## src/rtl/framer_pkg.sv

```systemverilog
package framer_pkg;
  localparam int          LEN_W     = 8;
  localparam logic [15:0] CRC_POLYR = 16'h8408;  // x^16+x^12+x^5+1, bit-reversed
  localparam int          FCS_BYTES = 2;

  typedef enum logic [2:0] {
    TX_IDLE, TX_PRE, TX_SFD, TX_LEN, TX_PAY, TX_FCS_LO, TX_FCS_HI
  } tx_state_e;

  typedef enum logic [1:0] {
    RX_HUNT, RX_LEN, RX_BODY
  } rx_state_e;
endpackage

```

## src/rtl/crc16_byte.sv

```systemverilog
module crc16_byte
  import framer_pkg::*;
(
  input  logic [15:0] crc_i,
  input  logic [7:0]  data_i,
  output logic [15:0] crc_o
);
  always_comb begin
    logic [15:0] c;
    c = crc_i ^ {8'h00, data_i};
    for (int b = 0; b < 8; b++) begin
      c = c[0] ? ((c >> 1) ^ CRC_POLYR) : (c >> 1);
    end
    crc_o = c;
  end
endmodule

```

## src/rtl/frame_tx.sv

```systemverilog
module frame_tx
  import framer_pkg::*;
#(
  parameter int          PRE_LEN     = 4,
  parameter int          MAX_PAYLOAD = 125,
  parameter logic [7:0]  SFD_BYTE    = 8'hA7,
  localparam int         ADDR_W      = $clog2(MAX_PAYLOAD)
) (
  input  logic              clk_i,
  input  logic              rst_ni,
  input  logic              start_i,
  input  logic [LEN_W-1:0]  len_i,
  output logic              busy_o,
  output logic              reject_o,
  output logic              done_o,
  output logic [ADDR_W-1:0] ram_addr_o,
  input  logic [7:0]        ram_data_i,
  output logic [7:0]        data_o,
  output logic              valid_o,
  input  logic              ready_i
);
  localparam logic [LEN_W-1:0] PRE_LAST = LEN_W'(PRE_LEN - 1);
  localparam logic [LEN_W-1:0] MAX_LEN  = LEN_W'(MAX_PAYLOAD);

  tx_state_e        state_q;
  logic [LEN_W-1:0] cnt_q, len_q;
  logic [15:0]      crc_q, crc_nxt;
  logic             reject_q, done_q, hs;

  crc16_byte u_crc (.crc_i(crc_q), .data_i(ram_data_i), .crc_o(crc_nxt));

  assign hs         = valid_o && ready_i;
  assign valid_o    = (state_q != TX_IDLE);
  assign busy_o     = valid_o;
  assign reject_o   = reject_q;
  assign done_o     = done_q;
  assign ram_addr_o = cnt_q[ADDR_W-1:0];

  always_comb begin
    unique case (state_q)
      TX_SFD:    data_o = SFD_BYTE;
      TX_LEN:    data_o = len_q + LEN_W'(FCS_BYTES);
      TX_PAY:    data_o = ram_data_i;
      TX_FCS_LO: data_o = crc_q[7:0];
      TX_FCS_HI: data_o = crc_q[15:8];
      default:   data_o = 8'h00;
    endcase
  end

  always_ff @(posedge clk_i or negedge rst_ni) begin
    if (!rst_ni) begin
      state_q  <= TX_IDLE;
      cnt_q    <= '0;
      len_q    <= '0;
      crc_q    <= '0;
      reject_q <= 1'b0;
      done_q   <= 1'b0;
    end else begin
      reject_q <= 1'b0;
      done_q   <= 1'b0;
      unique case (state_q)
        TX_IDLE: if (start_i) begin
          if (len_i > MAX_LEN) begin
            reject_q <= 1'b1;
          end else begin
            len_q   <= len_i;
            cnt_q   <= '0;
            crc_q   <= '0;
            state_q <= TX_PRE;
          end
        end
        TX_PRE: if (hs) begin
          if (cnt_q == PRE_LAST) begin
            cnt_q   <= '0;
            state_q <= TX_SFD;
          end else begin
            cnt_q <= cnt_q + 1'b1;
          end
        end
        TX_SFD: if (hs) state_q <= TX_LEN;
        TX_LEN: if (hs) begin
          cnt_q   <= '0;
          state_q <= (len_q == '0) ? TX_FCS_LO : TX_PAY;
        end
        TX_PAY: if (hs) begin
          crc_q <= crc_nxt;
          if (cnt_q == len_q - 1'b1) state_q <= TX_FCS_LO;
          else                       cnt_q   <= cnt_q + 1'b1;
        end
        TX_FCS_LO: if (hs) state_q <= TX_FCS_HI;
        TX_FCS_HI: if (hs) begin
          state_q <= TX_IDLE;
          done_q  <= 1'b1;
        end
        default: state_q <= TX_IDLE;
      endcase
    end
  end

  a_r5_stall_hold: assert property (@(posedge clk_i) disable iff (!rst_ni)
    valid_o && !ready_i |=> valid_o && $stable(data_o));
  a_r2_reject_quiet: assert property (@(posedge clk_i) disable iff (!rst_ni)
    reject_o |-> !valid_o);
  a_r4_done_idle: assert property (@(posedge clk_i) disable iff (!rst_ni)
    done_o |-> !busy_o && $past(hs));
  a_r6_addr_bound: assert property (@(posedge clk_i) disable iff (!rst_ni)
    state_q == TX_PAY |-> (ram_addr_o < ADDR_W'(MAX_PAYLOAD)));
endmodule

```

## src/rtl/frame_rx.sv

```systemverilog
module frame_rx
  import framer_pkg::*;
#(
  parameter int          MAX_PAYLOAD = 125,
  parameter logic [7:0]  SFD_BYTE    = 8'hA7,
  localparam int         ADDR_W      = $clog2(MAX_PAYLOAD)
) (
  input  logic              clk_i,
  input  logic              rst_ni,
  input  logic [7:0]        data_i,
  input  logic              valid_i,
  output logic              ready_o,
  output logic              ram_we_o,
  output logic [ADDR_W-1:0] ram_addr_o,
  output logic [7:0]        ram_wdata_o,
  output logic [LEN_W-1:0]  len_o,
  output logic              done_o,
  output logic              crc_ok_o
);
  localparam logic [LEN_W-1:0] MIN_FLEN = LEN_W'(FCS_BYTES);
  localparam logic [LEN_W-1:0] MAX_FLEN = LEN_W'(MAX_PAYLOAD + FCS_BYTES);

  rx_state_e        state_q;
  logic             pre_seen_q, ok_q, done_q;
  logic [LEN_W-1:0] flen_q, cnt_q, plen_q;
  logic [15:0]      crc_q, crc_nxt;
  logic             sfd_hit, len_bad;

  crc16_byte u_crc (.crc_i(crc_q), .data_i(data_i), .crc_o(crc_nxt));

  assign ready_o     = 1'b1;
  assign sfd_hit     = (state_q == RX_HUNT) && valid_i && (data_i == SFD_BYTE) && pre_seen_q;
  assign len_bad     = (data_i < MIN_FLEN) || (data_i > MAX_FLEN);
  assign ram_we_o    = (state_q == RX_BODY) && valid_i && (cnt_q < flen_q - MIN_FLEN);
  assign ram_addr_o  = cnt_q[ADDR_W-1:0];
  assign ram_wdata_o = data_i;
  assign len_o       = plen_q;
  assign done_o      = done_q;
  assign crc_ok_o    = ok_q;

  always_ff @(posedge clk_i or negedge rst_ni) begin
    if (!rst_ni) begin
      state_q    <= RX_HUNT;
      pre_seen_q <= 1'b0;
      ok_q       <= 1'b0;
      done_q     <= 1'b0;
      flen_q     <= '0;
      cnt_q      <= '0;
      plen_q     <= '0;
      crc_q      <= '0;
    end else begin
      done_q <= 1'b0;
      unique case (state_q)
        RX_HUNT: if (valid_i) begin
          if (sfd_hit) begin
            pre_seen_q <= 1'b0;
            ok_q       <= 1'b0;
            state_q    <= RX_LEN;
          end else begin
            pre_seen_q <= (data_i == 8'h00);
          end
        end
        RX_LEN: if (valid_i) begin
          if (len_bad) begin
            state_q <= RX_HUNT;
          end else begin
            flen_q  <= data_i;
            cnt_q   <= '0;
            crc_q   <= '0;
            state_q <= RX_BODY;
          end
        end
        RX_BODY: if (valid_i) begin
          crc_q <= crc_nxt;
          if (cnt_q == flen_q - 1'b1) begin
            ok_q    <= (crc_nxt == 16'h0000);  // residue of data plus its own CRC
            done_q  <= 1'b1;
            plen_q  <= flen_q - MIN_FLEN;
            state_q <= RX_HUNT;
          end else begin
            cnt_q <= cnt_q + 1'b1;
          end
        end
        default: state_q <= RX_HUNT;
      endcase
    end
  end

  a_r7_we_bound: assert property (@(posedge clk_i) disable iff (!rst_ni)
    ram_we_o |-> (ram_addr_o < ADDR_W'(MAX_PAYLOAD)));
  a_r8_len_drop: assert property (@(posedge clk_i) disable iff (!rst_ni)
    (state_q == RX_LEN) && valid_i && (data_i > MAX_FLEN) |=> state_q == RX_HUNT && !done_o);
  a_r9_sfd_needs_pre: assert property (@(posedge clk_i) disable iff (!rst_ni)
    (state_q == RX_HUNT) && valid_i && (data_i == SFD_BYTE) && !pre_seen_q |=> state_q == RX_HUNT);
  a_r10_ok_hold: assert property (@(posedge clk_i) disable iff (!rst_ni)
    !$stable(crc_ok_o) |-> done_o || $past(sfd_hit));
endmodule

```

## src/rtl/frame_codec.sv

```systemverilog
module frame_codec
  import framer_pkg::*;
#(
  parameter int          PRE_LEN     = 4,
  parameter int          MAX_PAYLOAD = 125,
  parameter logic [7:0]  SFD_BYTE    = 8'hA7,
  localparam int         ADDR_W      = $clog2(MAX_PAYLOAD)
) (
  input  logic              clk_i,
  input  logic              rst_ni,
  input  logic              tx_start_i,
  input  logic [7:0]        tx_len_i,
  output logic              tx_busy_o,
  output logic              tx_reject_o,
  output logic              tx_done_o,
  output logic [ADDR_W-1:0] tx_ram_addr_o,
  input  logic [7:0]        tx_ram_data_i,
  output logic [7:0]        tx_data_o,
  output logic              tx_valid_o,
  input  logic              tx_ready_i,
  input  logic [7:0]        rx_data_i,
  input  logic              rx_valid_i,
  output logic              rx_ready_o,
  output logic              rx_ram_we_o,
  output logic [ADDR_W-1:0] rx_ram_addr_o,
  output logic [7:0]        rx_ram_wdata_o,
  output logic [7:0]        rx_len_o,
  output logic              rx_done_o,
  output logic              rx_crc_ok_o
);
  frame_tx #(
    .PRE_LEN(PRE_LEN), .MAX_PAYLOAD(MAX_PAYLOAD), .SFD_BYTE(SFD_BYTE)
  ) u_tx (
    .clk_i, .rst_ni,
    .start_i   (tx_start_i),
    .len_i     (tx_len_i),
    .busy_o    (tx_busy_o),
    .reject_o  (tx_reject_o),
    .done_o    (tx_done_o),
    .ram_addr_o(tx_ram_addr_o),
    .ram_data_i(tx_ram_data_i),
    .data_o    (tx_data_o),
    .valid_o   (tx_valid_o),
    .ready_i   (tx_ready_i)
  );

  frame_rx #(
    .MAX_PAYLOAD(MAX_PAYLOAD), .SFD_BYTE(SFD_BYTE)
  ) u_rx (
    .clk_i, .rst_ni,
    .data_i     (rx_data_i),
    .valid_i    (rx_valid_i),
    .ready_o    (rx_ready_o),
    .ram_we_o   (rx_ram_we_o),
    .ram_addr_o (rx_ram_addr_o),
    .ram_wdata_o(rx_ram_wdata_o),
    .len_o      (rx_len_o),
    .done_o     (rx_done_o),
    .crc_ok_o   (rx_crc_ok_o)
  );
endmodule

```

## config.mk

```make
export PLATFORM = sky130hd
export DESIGN_NAME = frame_codec
export DESIGN_NICKNAME = d
export VERILOG_FILES = /design/src/rtl/framer_pkg.sv /design/src/rtl/crc16_byte.sv /design/src/rtl/frame_tx.sv /design/src/rtl/frame_rx.sv /design/src/rtl/frame_codec.sv
export SDC_FILE = /design/constraint.sdc
export NUM_CORES = 1
export LEC_CHECK = 0
export BUFFER_PORTS_ARGS = -buffer_cell sky130_fd_sc_hd__buf_2
export CAP_MARGIN = 20
export CORE_MARGIN = 10
export CORE_UTILIZATION = 50
export DETAILED_ROUTE_END_ITERATION = 8
export PLACE_DENSITY = 0.68
export SETUP_SLACK_MARGIN = 0.5
export SLEW_MARGIN = 20
export SYNTH_ARGS = -nofsm -noshare
export SYNTH_HDL_FRONTEND = slang
export SYNTH_SLANG_ARGS = --single-unit
```

## constraint.sdc

```tcl
create_clock -name clk_i -period 7.25 [get_ports clk_i]
set_clock_uncertainty 0.05 [all_clocks]
set_input_delay 1.45 -clock clk_i [delete_from_list [all_inputs] [get_ports clk_i]]
set_output_delay 1.45 -clock clk_i [all_outputs]
set_load 0.005 [all_outputs]
```

# Word-level counts from Yosys, hierarchy flattened
# Index checks and enable logic that the tools add are counted.
word_totals:
  register_bits: 82
classes:
  n_addsub: 6
  order_cmp: 4
  eq_ne: 30
  mux: 71
  bitwise: 20
  n_reduce_logical: 28
ops:
  columns: ["op", "n"]
  rows:
  - ["16-bit two-way mux", 22]
  - ["8-bit two-way mux", 11]
  - ["16-bit case mux with 2 select lines", 2]
  - ["2-bit NOT with 3-bit output", 16]
  - ["8-bit case mux with 5 select lines", 1]
  - ["8-bit case mux with 4 select lines", 1]
  - ["16-bit by 8-bit bitwise XOR with 16-bit output", 2]
  - ["3-bit two-way mux", 10]
  - ["3-bit case mux with 7 select lines", 1]
  - ["2-bit by 1-bit != test with 1-bit output (second input constant)", 9]
  - ["2-bit != test (second input constant)", 9]
  - ["8-bit by 1-bit adder with 8-bit output (second input constant)", 2]
  - ["8-bit == test", 2]
  - ["8-bit by 7-bit greater-than comparator with 1-bit output (second input constant)", 2]
  - ["16-bit zero test", 1]
  - ["8-bit zero test", 2]
  - ["8-bit case mux with 2 select lines", 1]
  - ["8-bit by 1-bit subtractor with 8-bit output (second input constant)", 2]
  - ["5-bit AND reduction", 3]
  - ["1-bit two-way mux", 14]
  - ["2-bit two-way mux", 6]
  - ["10-bit AND reduction", 1]
  - ["3-bit == test (second input constant)", 3]
  - ["3-bit AND reduction", 3]
  - ["23 further kinds", 33]

# Longest topological paths before layout
logic_depth:
  depth_word: 21
  mapped_depth: 10
  ltp_nobuf: 9

# Cells and area by module
# Synthesis repeated with hierarchy kept, for this count alone.
unflattened:
  cells_unflattened: 614
  area_unflattened_um2: 5815.6
by_module_without_submodules:
  columns: ["module", "instances", "cells_per_inst", "area_per_inst_um2", "seq_area_each_um2"]
  rows:
  - ["frame_rx", 1, 282, 2617.5, 1126.1]
  - ["frame_tx", 1, 282, 2422.3, 925.9]
  - ["crc16_byte", 2, 25, 387.9, 0.0]

# Least setup slack after synthesis
# OpenSTA, ideal clock, no wires.
synth_timing:
  path_kind: "input -> output"
  startpoint: "input port rx_valid_i"
  endpoint: "output port rx_ram_we_o"
  arrival_time_ns: 2.545
  required_ns: 5.750
  setup_slack_ns: 3.205
  stages: 5
  n_path_buf: 2
  path_cell_list: "inv_1 -> or2_2 -> clkbuf_1 -> clkbuf_1 -> a2111oi_0"
synth_via:
  elab_chain_len: 2
synth_rtl:
  columns: ["item", "line", "text"]
  rows:
  - ["start: declaration", "frame_codec.sv:22", "input logic rx_valid_i,"]
  - ["1-bit logical AND (2 in series)", "frame_rx.sv:34", "assign ram_we_o = (state_q == RX_BODY) && valid_i && (cnt_q < flen_q - MIN_FLEN);"]
  - ["end: declaration", "frame_codec.sv:24", "output logic rx_ram_we_o,"]
# Every way passes these cells.

# Worst setup path in the final report
# Ends and elaborated chain as after synthesis.

==> impl_metrics.toml <==
[outcome]
outcome = "completed"

[synth]
syn-num-nets = 618
async_flop_share = 1.000
yosysUniqueCellTypes = 71
ys.flop_type = "dfrtp_1"
synth_top_area_frac = 0.3878
synthTopCellsByArea = "dfrtp_1, xnor2_1, nand2_1, xor2_1, o21ai_0"
syn_inst = 573
netlist_area_um2 = 5291
syn_area_per_cell_um2 = 9.234
yosysTopAreaCell = "dfrtp_1"
synth_seq_area_share = 0.3878
ys_warn_count = 0
synth_edf_count = 0
ys_ff_latch = 82

[clock_network]
tritoncts = "yes"
cts_inserted_buffers = 9
cts_resized = 0
root_buffer = "clkbuf_8"
clk_pin_slew_ps = 70
htreeDepth = 3
cts_hold_buf = 0
ctsLongestPathBuffers = 2
clkSinkCount = 82
clk_latency_ps = 360
postCtsSetupBuffers = 0

[setup_path]
cp_cell_sequence = "buf_2, inv_1, or2_2, a2111oi_0, buf_2"
r2r_slack_ps = 3900
worstPathMaxFanout = 32
cp-end-kind = "output port"
critPathSlowestCell = "or2_2"
cp.required_ps = 5750
criticalPathCategory = "input pin to output port"
critical_path_arrival_ps = 2770
crit_path_start_kind = "input pin"
cp_common_cell = "buf_2"
cpPeakStageDelay_ps = 540

[timing]
timing.final.crit_share = 0.5896
final_max_slew_viol_count = 0
max_freq_mhz = 233.9
tns_ps = 0
slew_headroom = 0.2992
worst_pin_slew_ps = 1051
rsz0062_at_grt = "false"
timing.hold.ws_ps = 444.6
setup_viol = 0
final-hold-violation-count = 0
final.min_clock_period_ps = 4275

[power_and_ir_drop]
power_density_nw_per_um2 = 379.8
vdd_drop_max_v = 0.0001633
p_leak_nw = 2.581

[die]
die_y_um = 122.9
die_area_um2 = 15100
start_util = 0.5125
die_width_um = 122.9
row_count = 37
core_area_um2 = 10320
ios = 75

[grt]
grt_pass1_vias = 4309
track_usage = 0.1725
grt_pass1_wl_um = 21200
grt-ovfl-total = 0
antenna_found_initial = 0
grt_max_degree = 83

[route]
final_antenna_net_count = 0
drtIter0Drc = 264
wl_per_cell_um = 17.02
viasPerCell = 5.610
dr.pass1.iters = 4
finalWirelength_um = 12720
vias = 4191
drt_drc_violations_left = 0

[final_layout]
antenna_cells = 0
multi_input_area_um2 = 2893
seq_area_um2 = 2052
nets = 652
area_delta_synth_final_pct = 9.080
n_fill_cell = 964
drive_gt1_frac = 0.1915

[hold_path]
min_path_type = "flop to flop"

[place]
hpwlAfterDp_um = 9355
gp_congestion = 0.8860
port_buffers = 73

[flow_run]
drv_cap = 0
## synthesized netlist by cell type (9+ instances only)
cell type and count:
dfrtp_1 82, nand2_1 82, xnor2_1 60, o21ai_0 45, xor2_1 29, nor2_1 28, buf_4 24, ha_1 16
a21oi_1 15, clkbuf_1 15, inv_1 14, nor2b_1 12, o22ai_1 12, nand4_1 11, nand3_1 10, buf_2 9
mux2_2 9
## registers in the layout (all words and copies together), names as in the netlist
register         flops
u_rx.crc_q          16
u_tx.crc_q          16
u_rx.cnt_q           8
u_rx.flen_q          8
u_rx.len_o           8
u_tx.cnt_q           8
u_tx.len_q           8
u_tx.state_q         3
u_rx.state_q         2
u_rx.crc_ok_o        1
u_rx.done_o          1
u_rx.pre_seen_q      1
u_tx.done_o          1
u_tx.reject_o        1
## cells in the final DEF (no fill, tap or decap), types with 3 or more instances in the layout
master     instances
nand2_1           82
mux2i_1            8
mux2_2             9
nor2_1            28
nor2b_1           12
a21oi_1           15
o21ai_0           45
o31ai_1            5
xor2_1            29
and4_1             3
and3_1             6
nand4_1           11
nor3_1             6
o21a_1             3
buf_2             72
nand2b_1           5
o22ai_1           12
dfrtp_1           82
nand3_1           10
o2111ai_1          5
clkbuf_8          11
inv_1             14
nor4_1             5
xnor2_1           60
ha_1              16
## power by group
group / total (W) / switching (W) / internal, W
sequential: 0.000821 / 0.000222 / 0.000599
clock: 0.000379 / 0.000167 / 0.000212
combinational: 0.000992 / 0.000527 / 0.000465
total: 0.00219 / 0.000917 / 0.00128
## area by class of cell
cell class,count,share of cell area
well taps,136,0.02948
flip-flops and latches,82,0.3555
multi-input cells,426,0.5012
clock buffers,11,0.02623
clock inverters,4,0.01279
repair buffers,74,0.06568
inverters,14,0.009105
## cells by family (layout without fill, tap and decap cells)
kind of cell | after synthesis | after routing | synth area share
adders and majority gates | 16 | 16 | 0.03783
buffers and inverters | 65 | 103 | 0.06668
other | 1 | 1 | 0.0007087
AOI/OAI and AO/OA | 113 | 113 | 0.1435
xor gates and xnor gates | 89 | 89 | 0.1473
DFF | 82 | 82 | 0.3878
and+or+nand+nor | 189 | 189 | 0.1797
muxes | 18 | 18 | 0.03642
## metrics by stage
stage                     worst slack [ps]  area (um2)    util  power, W  std cells
after detailed placement              2976        5537  0.5363  0.001821        732
final                                 2975        5772  0.5591  0.002192        747
after global routing                  2818        5772  0.5591  0.002367        747
after floorplan                       3205        5291       -  0.001569        573
after global placement                2992        5537  0.5363  0.001787        732
after CTS                             2976        5762  0.5581  0.002211        747
## path summary, 6_finish.rpt
check | end | cells after the start | from
min reg2reg | u_rx.pre_seen_q$_DFFE_PN0P_ | 2 | u_rx.pre_seen_q$_DFFE_PN0P_
max in group asynchronous | u_rx.crc_q[15]$_DFFE_PN0P_ | 1 | rst_ni
min | u_rx.pre_seen_q$_DFFE_PN0P_ | 2 | u_rx.pre_seen_q$_DFFE_PN0P_
max reg2reg | u_rx.crc_ok_o$_DFFE_PN0P_ | 9 | u_rx.flen_q[1]$_DFFE_PN0P_
min in group asynchronous | u_tx.done_o$_DFF_PN0_ | 1 | rst_ni
max | rx_ram_we_o | 5 | rx_valid_i
## worst max-delay path: cells and delay by family
family,cells,cell delay (ps)
buffers and inverters,3,370
AND/OR/NAND/NOR,1,540
AO/OA/AOI/OAI,1,410
## metal layers
layer / global-route usage / part of all wire
met1: 0.2154 / 0.44
met2: 0.2838 / 0.49
met3: 0.04591 / 0.053
met4: 0.05596 / 0.012
met5: 0 / 0
Power figures use the tool's default switching activity.
